### src/rtl/shift_microop_pkg.sv
package shift_microop_pkg;

    typedef enum logic [2:0] {
        OP_LOAD = 3'b000,
        OP_LSL  = 3'b001,
        OP_LSR  = 3'b010,
        OP_ROL  = 3'b011,
        OP_ROR  = 3'b100,
        OP_ASL  = 3'b101,
        OP_ASR  = 3'b110,
        OP_HOLD = 3'b111
    } shop_e;

    // Bit entering the LSB on upward moves
    function automatic logic low_fill(input shop_e op, input logic msb);
        return (op == OP_ROL) ? msb : 1'b0;
    endfunction

    // Bit entering the MSB on downward moves
    function automatic logic high_fill(input shop_e op, input logic msb, input logic lsb);
        case (op)
            OP_ROR:  return lsb;
            OP_ASR:  return msb;
            default: return 1'b0;
        endcase
    endfunction

    function automatic logic moves_up(input shop_e op);
        return (op == OP_LSL) || (op == OP_ROL) || (op == OP_ASL);
    endfunction

    function automatic logic moves_down(input shop_e op);
        return (op == OP_LSR) || (op == OP_ROR) || (op == OP_ASR);
    endfunction

endpackage

### src/rtl/shift_core.sv
module shift_core
    import shift_microop_pkg::*;
#(
    parameter int W = 8
) (
    input  shop_e          op,
    input  logic [W-1:0]   cur,
    input  logic [W-1:0]   din,
    output logic [W-1:0]   nxt,
    output logic           nxt_ovf
);
    localparam int MSB = W - 1;

    logic fill_lo;
    logic fill_hi;
    logic up;
    logic down;
    logic is_load;

    always_comb begin
        fill_lo = low_fill(op, cur[MSB]);
        fill_hi = high_fill(op, cur[MSB], cur[0]);
        up      = moves_up(op);
        down    = moves_down(op);
        is_load = (op == OP_LOAD);
    end

    // One three-way selector per bit, plus load
    for (genvar i = 0; i < W; i++) begin : g_bit
        logic from_below;
        logic from_above;
        if (i == 0) begin : g_lo
            assign from_below = fill_lo;
        end else begin : g_lo_n
            assign from_below = cur[i-1];
        end
        if (i == MSB) begin : g_hi
            assign from_above = fill_hi;
        end else begin : g_hi_n
            assign from_above = cur[i+1];
        end
        always_comb begin
            if (is_load)    nxt[i] = din[i];
            else if (up)    nxt[i] = from_below;
            else if (down)  nxt[i] = from_above;
            else            nxt[i] = cur[i];
        end
    end

    // On an upward move, the new sign bit is the old bit MSB-1
    assign nxt_ovf = (op == OP_ASL) && (cur[MSB] != cur[MSB-1]);

endmodule

### src/rtl/shift_state.sv
module shift_state #(
    parameter int W = 8
) (
    input  logic         clk,
    input  logic         rst,
    input  logic         en,
    input  logic [W-1:0] nxt,
    input  logic         nxt_ovf,
    output logic [W-1:0] r_q,
    output logic         ovf_q
);
    always_ff @(posedge clk) begin
        if (rst) begin
            r_q   <= '0;
            ovf_q <= 1'b0;
        end else if (en) begin
            r_q   <= nxt;
            ovf_q <= nxt_ovf;
        end
    end
endmodule

### src/rtl/shift_microop_reg.sv
module shift_microop_reg
    import shift_microop_pkg::*;
#(
    parameter int W = 8
) (
    input  logic         clk,
    input  logic         rst,
    input  logic         en,
    input  logic [2:0]   op,
    input  logic [W-1:0] din,
    output logic [W-1:0] r_q,
    output logic         ovf_q
);
    logic [W-1:0] nxt;
    logic         nxt_ovf;
    shop_e        op_e;

    assign op_e = shop_e'(op);

    shift_core #(.W(W)) u_core (
        .op      (op_e),
        .cur     (r_q),
        .din     (din),
        .nxt     (nxt),
        .nxt_ovf (nxt_ovf)
    );

    shift_state #(.W(W)) u_state (
        .clk     (clk),
        .rst     (rst),
        .en      (en),
        .nxt     (nxt),
        .nxt_ovf (nxt_ovf),
        .r_q     (r_q),
        .ovf_q   (ovf_q)
    );
endmodule

### config.mk
export PLATFORM = sky130hd
export DESIGN_NAME = shift_microop_reg
export DESIGN_NICKNAME = d
export VERILOG_FILES = /design/src/rtl/shift_microop_pkg.sv /design/src/rtl/shift_core.sv /design/src/rtl/shift_state.sv /design/src/rtl/shift_microop_reg.sv
export SDC_FILE = /design/constraint.sdc
export NUM_CORES = 1
export LEC_CHECK = 0
export BUFFER_PORTS_ARGS = -buffer_cell sky130_fd_sc_hd__buf_4
export CAP_MARGIN = 20
export CORE_MARGIN = 5
export CORE_UTILIZATION = 41
export DETAILED_ROUTE_END_ITERATION = 8
export HOLD_SLACK_MARGIN = 0.02
export PLACE_DENSITY = 0.71
export SETUP_SLACK_MARGIN = 0.5
export SLEW_MARGIN = 0
export SYNTH_ARGS = -nofsm -noshare
export SYNTH_HDL_FRONTEND = slang
export SYNTH_SLANG_ARGS = --single-unit
### constraint.sdc
create_clock -name clk -period 1.2 [get_ports clk]
set_clock_uncertainty 0.1 [all_clocks]
set_input_delay 0.24 -clock clk [delete_from_list [all_inputs] [get_ports clk]]
set_output_delay 0.24 -clock clk [all_outputs]
set_load 0.05 [all_outputs]
==> summary.txt, run 1 <==
Clock tree
  • TritonCTS clock tree: done
  • Clock root buffer: clkbuf_4
  • CTS Buf Count: 3
  • Longest Clk Path Bufs: 2
  • Clk slew on worst S/H paths: 0.08 ns
  • Htree depth: 1
  • Worst-Skew Late Latency: 0.27 ns
  • Clk sink count: 9

Synth
  • Cell variety after synth: 27
  • Post-Synth Simple-Gate Area: 21.6%
  • #FFs+latches synth: 9
  • Post-Synthesis Cell Area: 602 um2
  • Synth Net Count: 88
  • Main synth FF type: dfxtp_1
  • Main combinational cell family by area after synthesis: compound AO/OA/AOI/OAI gates
  • Fraction of synthesized cell area taken by the top area cell type: 29.9%
  • Synth top area cells: dfxtp_1 30%, nand2_1 6.2%, a311oi_1 5.8%
  • Yosys top cell by area: dfxtp_1
  • Number of synthesis warnings: 0
  • Sequential element share of the synthesized area: 29.9%
  • Xor and xnor area share after synthesis: 2.91%
  • Most numerous cell in the Yosys netlist: nand2_1
  • Mapped Cells: 74
  • Asr flop ratio synth: 0%
  • Mux contribution to synthesized area: 3.33%
  • Number of flops mapped to enable cells by yosys: 0
  • Post-Synth Adder-Cell Area: 0%
  • Syn Area/Cell: 8.13 um2
  • Top post-synthesis cells by count: 10 x nand2_1, 9 x dfxtp_1, 8 x nor2_1, 6 x a21oi_1, 6 x inv_1
  • Compound-Gate Fraction of Synth Area: 31.0%

Timing
  • Fmax: 0.875 GHz
  • Hold Vio Cnt, Final: 0
  • Final Max Tran Viols: 0
  • Final min period: 1.14 ns
  • Share of the clock period used by the worst path: 95.3%
  • Min Hold Slack: 0.127 ns
  • Final setup vio count: 0
  • Slew at the pin with the worst max-slew slack: 0.254 ns
  • RSZ-0062 raised after global routing: yes
  • Max_slew headroom: 83.1%

Drt
  • DRC Markers: 0
  • Met3 WL: 116 um
  • Detailed Route Iter0 Violations: 23
  • WL met1: 824 um
  • Met2 WL: 1100 um
  • Avg Vias per Cell: 5.53
  • Antenna-violating nets left: 0
  • Top layer in use: met4
  • Avg WL per Cell: 15.9 um
  • Drt total wl: 2050 um
  • 1st-pass router iterations: 4
  • Vias: 714

Critical path
  • Element type at the critical path start: flip-flop
  • WP data arrival: 0.80 ns
  • Crit Path Class: flip-flop to output port
  • Crit path buf inv count: 1
  • Required time of the worst setup path: 0.86 ns
  • Reg-to-reg setup timing slack: 0.09 ns
  • Slowest-stage cell, CP: dfxtp_4
  • CP endpoint kind: output port
  • Largest stage delay, worst path: 0.39 ns
  • Critical path, cell by cell: buf_8
  • CP delay by family, top: flip-flops
  • CP max FO: 4

Die
  • Starting Density: 44.6%
  • Die Width: 48.3 um
  • # IOs: 23
  • Row count: 13
  • Die area: 0.00233 mm2
  • Core area: 0.00135 mm2
  • Die Height: 48.3 um

Power and ir drop
  • Peak supply drop: 0.716 mV
  • Pleak: 0.470 nW
  • Pwr Density: 905 mW/mm2
  • Total power: 0.00102 W

GRT
  • Congestion Overflow GR: 0
  • Pin count of the biggest net entering global routing: 11
  • Antenna violations before repair: 0
  • Vias in the first global route: 766
  • Global-route wire length before repair: 3490 um
  • Total GRT Usage: 18.3%

Layout
  • Diodes inserted: 0
  • Final Core Density: 83.2%
  • Layout cell share with drive strength beyond 1: 61.4%
  • Finished Cell Area: 0.00112 mm2
  • Final #Nets: 129
  • Area Growth Syn to Fin: 86.7%

Placement
  • Final weighted congestion in routability-driven placement: 0.762
  • Dpl cell area: 861 um2
  • # port buffers: 22
  • Post-DP HPWL: 1150 um

Worst hold path
  • Type of the worst min-delay path: primary input to flip-flop

Flow run
  • Max Cap Viol: 0

Run status
  • Status: completed
[routing by layer]
layer / vias to the layer above / global-route usage [%]
li1: 342 / -
met3: 2 / 5.81
met2: 35 / 29.3
met5: - / 0
met4: 0 / 6.45
met1: 335 / 22.6
[through the flow]
step	cells	worst slack [ns]	TNS, ns
final	129	0.0566	0
after global routing	129	0.0359	0
after CTS	129	0.0767	0
after detailed placement	114	-0.133	-0.767
after global placement	114	-0.132	-0.691
after floorplan	74	-0.0282	-0.100
[cells in the final DEF (no fill, tap or decap), drive strengths merged, types with 4 or more instances in the layout]
cell	count
buf	41
nand2	10
dfxtp	9
nor2	8
a21oi	6
inv	6
o21ai	5
a311oi	4
clkbuf	4
[area by class of cell]
type / instances / area, um2
inverter: 6 / 22.5
clock buffer: 4 / 26.3
sequential: 9 / 214
timing repair buffer: 41 / 439
tap: 15 / 18.8
fill: 76 / 226
multi-input combinational: 54 / 403
[cell families (layout without fill, tap and decap cells)]
logic type / Yosys count / in the layout
simple gates: 25 / 25
flops: 9 / 9
xor+xnor: 2 / 2
mux: 2 / 2
buf+inv: 11 / 51
compound gates: 25 / 25
[final timing paths]
path,startpoint,cells after the start,endpoint
worst max-delay path,u_state.r_q[7],1,r_q[7]
worst min-delay path,rst,2,u_state.r_q[1]
worst max register to register,u_state.r_q[6],5,u_state.ovf_q
worst min register to register,u_state.r_q[7],2,u_state.r_q[7]
[sequential cells by signal, summed over array words and instances (netlist names)]
signal	cells
u_state.r_q	8
u_state.ovf_q	1
[report_power, final]
group          total [W]  switching (W)  internal [W]
Combinational   0.000422       0.000207      0.000215
Sequential      0.000341      0.0000269      0.000315
Clock           0.000253       0.000124      0.000128
Total            0.00102       0.000358      0.000658
[timing repair]
item                       CTS  global route
hold buffers                 0             0
resized for setup           36             6
hold endpoints to repair     0             0
setup buffers               11             0
pin swaps                   15             9
setup endpoints to repair   18            18
(Power assumes the default switching activity.)
==> inputs of run 2 (changes only) <==
CORE_UTILIZATION = 45   (was 41)
PLACE_DENSITY = 0.74   (was 0.71)
SYNTH_HIERARCHICAL = 1   (was unset)
==> summary.txt, run 2 <==
Synth
  • Most numerous cell in the Yosys netlist: nor2_1
  • Number of synthesis warnings: 6 (+6)
  • Cell variety after synth: 28 (+3.7%)
  • Mapped Cells: 102 (+38%)
  • Asr flop ratio synth: 0% (unchanged)
  • Fraction of synthesized cell area taken by the top area cell type: 23.1% (-6.9 points)
  • Yosys top cell by area: dfxtp_1
  • Number of flops mapped to enable cells by yosys: 0 (unchanged)
  • Synth top area cells: dfxtp_1 23%, mux2i_1 13%, nor2_1 7.7%
  • Main synth FF type: dfxtp_1
  • #FFs+latches synth: 9 (unchanged)
  • Synth Net Count: 116 (+32%)
  • Post-Synthesis Cell Area: 781 um2 (+30%)
  • Syn Area/Cell: 7.65 um2 (-5.9%)
  • Sequential element share of the synthesized area: 23.1% (-6.9 points)
  • Top post-synthesis cells by count: 16 x nor2_1, 10 x mux2i_1, 9 x dfxtp_1, 8 x nand2_1, 6 x nand2b_1

Timing
  • Min Hold Slack: 0.106 ns (-0.0209 ns)
  • Share of the clock period used by the worst path: 98.8% (+3.5 points)
  • Final Max Tran Viols: 0 (unchanged)
  • RSZ-0062 raised after global routing: yes
  • Max_slew headroom: 87.0% (+3.9 points)
  • Final WS setup: 0.0140 ns (-0.0425 ns)
  • Final min period: 1.19 ns (+0.0425 ns)
  • Final setup vio count: 0 (unchanged)
  • Fmax: 0.843 GHz (-3.6%)
  • Hold Vio Cnt, Final: 0 (unchanged)
  • Slew at the pin with the worst max-slew slack: 0.195 ns (-0.0586 ns)

GRT
  • Total GRT Usage: 16.6% (-1.7 points)
  • Vias in the first global route: 753 (-1.7%)
  • Antenna violations before repair: 0 (unchanged)
  • Pin count of the biggest net entering global routing: 27 (+16)
  • Global-route wire length before repair: 3350 um (-4.0%)
  • Congestion Overflow GR: 0 (unchanged)

Drt
  • Avg WL per Cell: 14.0 um (-12%)
  • Detailed Route Iter0 Violations: 26 (+13%)
  • Avg Vias per Cell: 5.63 (+1.8%)
  • 1st-pass router iterations: 4 (unchanged)
  • Vias: 811 (+14%)
  • Drt total wl: 2010 um (-1.8%)
  • Antenna-violating nets left: 0 (unchanged)
  • DRC Markers: 0 (unchanged)

Die
  • Die area: 0.00267 mm2 (+14%)
  • # IOs: 23 (unchanged)
  • Starting Density: 46.2% (+1.6 points)
  • Row count: 15 (+2)
  • Core area: 0.00169 mm2 (+25%)
  • Die Height: 51.7 um (+6.9%)
  • Die Width: 51.7 um (+6.9%)

Critical path
  • Largest stage delay, worst path: 0.36 ns (-0.03 ns)
  • Crit Reg-Reg Startpoint: u_state/r_q[3]
  • Reg2reg path depth: 5 (unchanged)
  • Critical path, cell by cell: nand2b_4 > a221oi_2 > a21oi_1 > mux2i_1 > nor2_1
  • CP endpoint kind: flip-flop
  • Reg-to-reg setup timing slack: 0.01 ns (-0.08 ns)
  • Required time of the worst setup path: 1.25 ns (+0.39 ns)
  • Crit Path Class: flip-flop to flip-flop
  • CP max FO: 6 (+2)
  • Worst reg2reg path endpoint: u_state/r_q[4]
  • Element type at the critical path start: flip-flop
  • WP data arrival: 1.24 ns (+0.44 ns)
  • Slowest-stage cell, CP: dfxtp_4

Clock tree
  • Clk sink count: 9 (unchanged)
  • TritonCTS clock tree: done
  • Clock root buffer: clkbuf_4
  • Clk slew on worst S/H paths: 0.06 ns (-0.02 ns)
  • Longest Clk Path Bufs: 2 (unchanged)
  • Worst-Skew Late Latency: 0.26 ns (about the same)
  • Htree depth: 1 (unchanged)
  • CTS Buf Count: 3 (unchanged)

Placement
  • DP Worst Slack: -0.251 ns (-0.118 ns)
  • Final weighted congestion in routability-driven placement: 0.815 (+6.9%)
  • Post-DP HPWL: 1300 um (+13%)
  • # port buffers: 22 (unchanged)

Layout
  • Largest Register: u_state/r_q
  • Max FFs per register: 8 (unchanged)
  • Most common cell after layout, fill and taps aside: buf_4
  • Area Growth Syn to Fin: 49.0%
  • Diodes inserted: 0 (unchanged)
  • Final #Nets: 142 (+10%)
  • Layout cell share with drive strength beyond 1: 47.2% (-14 points)
  • Largest regs: u_state/r_q (8), u_state/ovf_q (1)
  • Commonest non-fill, non-tap cells in the layout: 17 x buf_4, 15 x nor2_1, 10 x mux2i_1

Worst hold path
  • Hold depth: 2 (unchanged)
  • Worst Hold End: u_state/ovf_q
  • Type of the worst min-delay path: primary input to flip-flop
  • Worst Min Path Start: rst

Power and ir drop
  • Peak supply drop: 0.585 mV (-18%)
  • Pleak: 0.483 nW (+2.8%)
  • Pwr Density: 829 mW/mm2 (-8.3%)

Flow run
  • Max Cap Viol: 0 (unchanged)

Run status
  • Status: completed
==> run 2: layout make-up <==
cell class,instances,area [um2]
Inverter,5,18.8
Multi-Input combinational cell,78,551
Timing Repair Buffer,31,333
Tap cell,17,21.3
Sequential cell,9,214
Fill cell,133,526
Clock buffer,4,26.3
==> run 2: worst max-delay path by stage <==
stage / from / endpoint / slack [ns] / cells past startpoint
6_report: u_state/r_q[3] / u_state/r_q[4] / 0.01 / 5
5_1_grt: u_state/r_q[3] / u_state/r_q[4] / -0.05 / 5
4_1_cts: u_state/r_q[3] / u_state/r_q[4] / 0.01 / 5
3_5_place_dp: op[2] / u_state/r_q[4] / -0.25 / 6
3_3_place_gp: op[2] / u_state/r_q[4] / -0.20 / 6
2_1_floorplan: op[0] / u_state/r_q[4] / -0.13 / 7
==> run 2: what timing repair did <==
| action | 4_1_cts | 5_1_grt |
|---|---|---|
| hold buffers | 0 | 0 |
| pin swaps | 10 | 10 |
| setup endpoints to repair | 18 | 18 |
| gates resized for setup | 25 | 6 |
| setup buffers | 3 | 0 |
==> run 2: metal layers <==
| metal | global-route usage, % | wire length, um | up-vias |
|---|---|---|---|
| met5 | 0 | 0 | - |
| met4 | 9.61 | 17 | 0 |
| met3 | 2.87 | 101 | 2 |
| met2 | 25.6 | 982 | 24 |
| met1 | 21.4 | 911 | 377 |
| li1 | - | - | 408 |
==> run 2: logic make-up after synthesis <==
kind of cell,Yosys count,share of synthesized area [%]
and+or+nand+nor,40,24.0
AOI/OAI and AO/OA,27,26.1
buffers and inverters,15,12.8
muxes,10,12.8
DFF,9,23.1
xor gates and xnor gates,1,1.12
==> run 2: through the flow <==
| step | cells | util, % | setup TNS [ns] | power, W | cell area, um2 |
|---|---|---|---|---|---|
| detailed placement | 137 | 58.6 | -1.42 | 0.000668 | 990 |
| floorplan | 102 | - | -0.480 | 0.000579 | 825 |
| global route | 144 | 68.9 | -0.194 | 0.00102 | 1160 |
| CTS | 144 | 67.2 | 0 | 0.000959 | 1130 |
| finish | 144 | 68.9 | 0 | 0.000965 | 1160 |
| global placement | 137 | 58.6 | -1.26 | 0.000663 | 990 |
==> run 2: report_power, final <==
group	switching (W)	total, W	internal, W
Combinational	0.000192	0.000384	0.000191
Sequential	0.0000362	0.000347	0.000311
Clock	0.000106	0.000234	0.000128
Total	0.000335	0.000965	0.000630
==> run 2: critical path: cells and delay by family (launching register included) <==
family	cells	cell delay [ns]
DFF	1	0.36
muxes	1	0.14
and+or+nand+nor	2	0.20
AOI/OAI and AO/OA	2	0.28
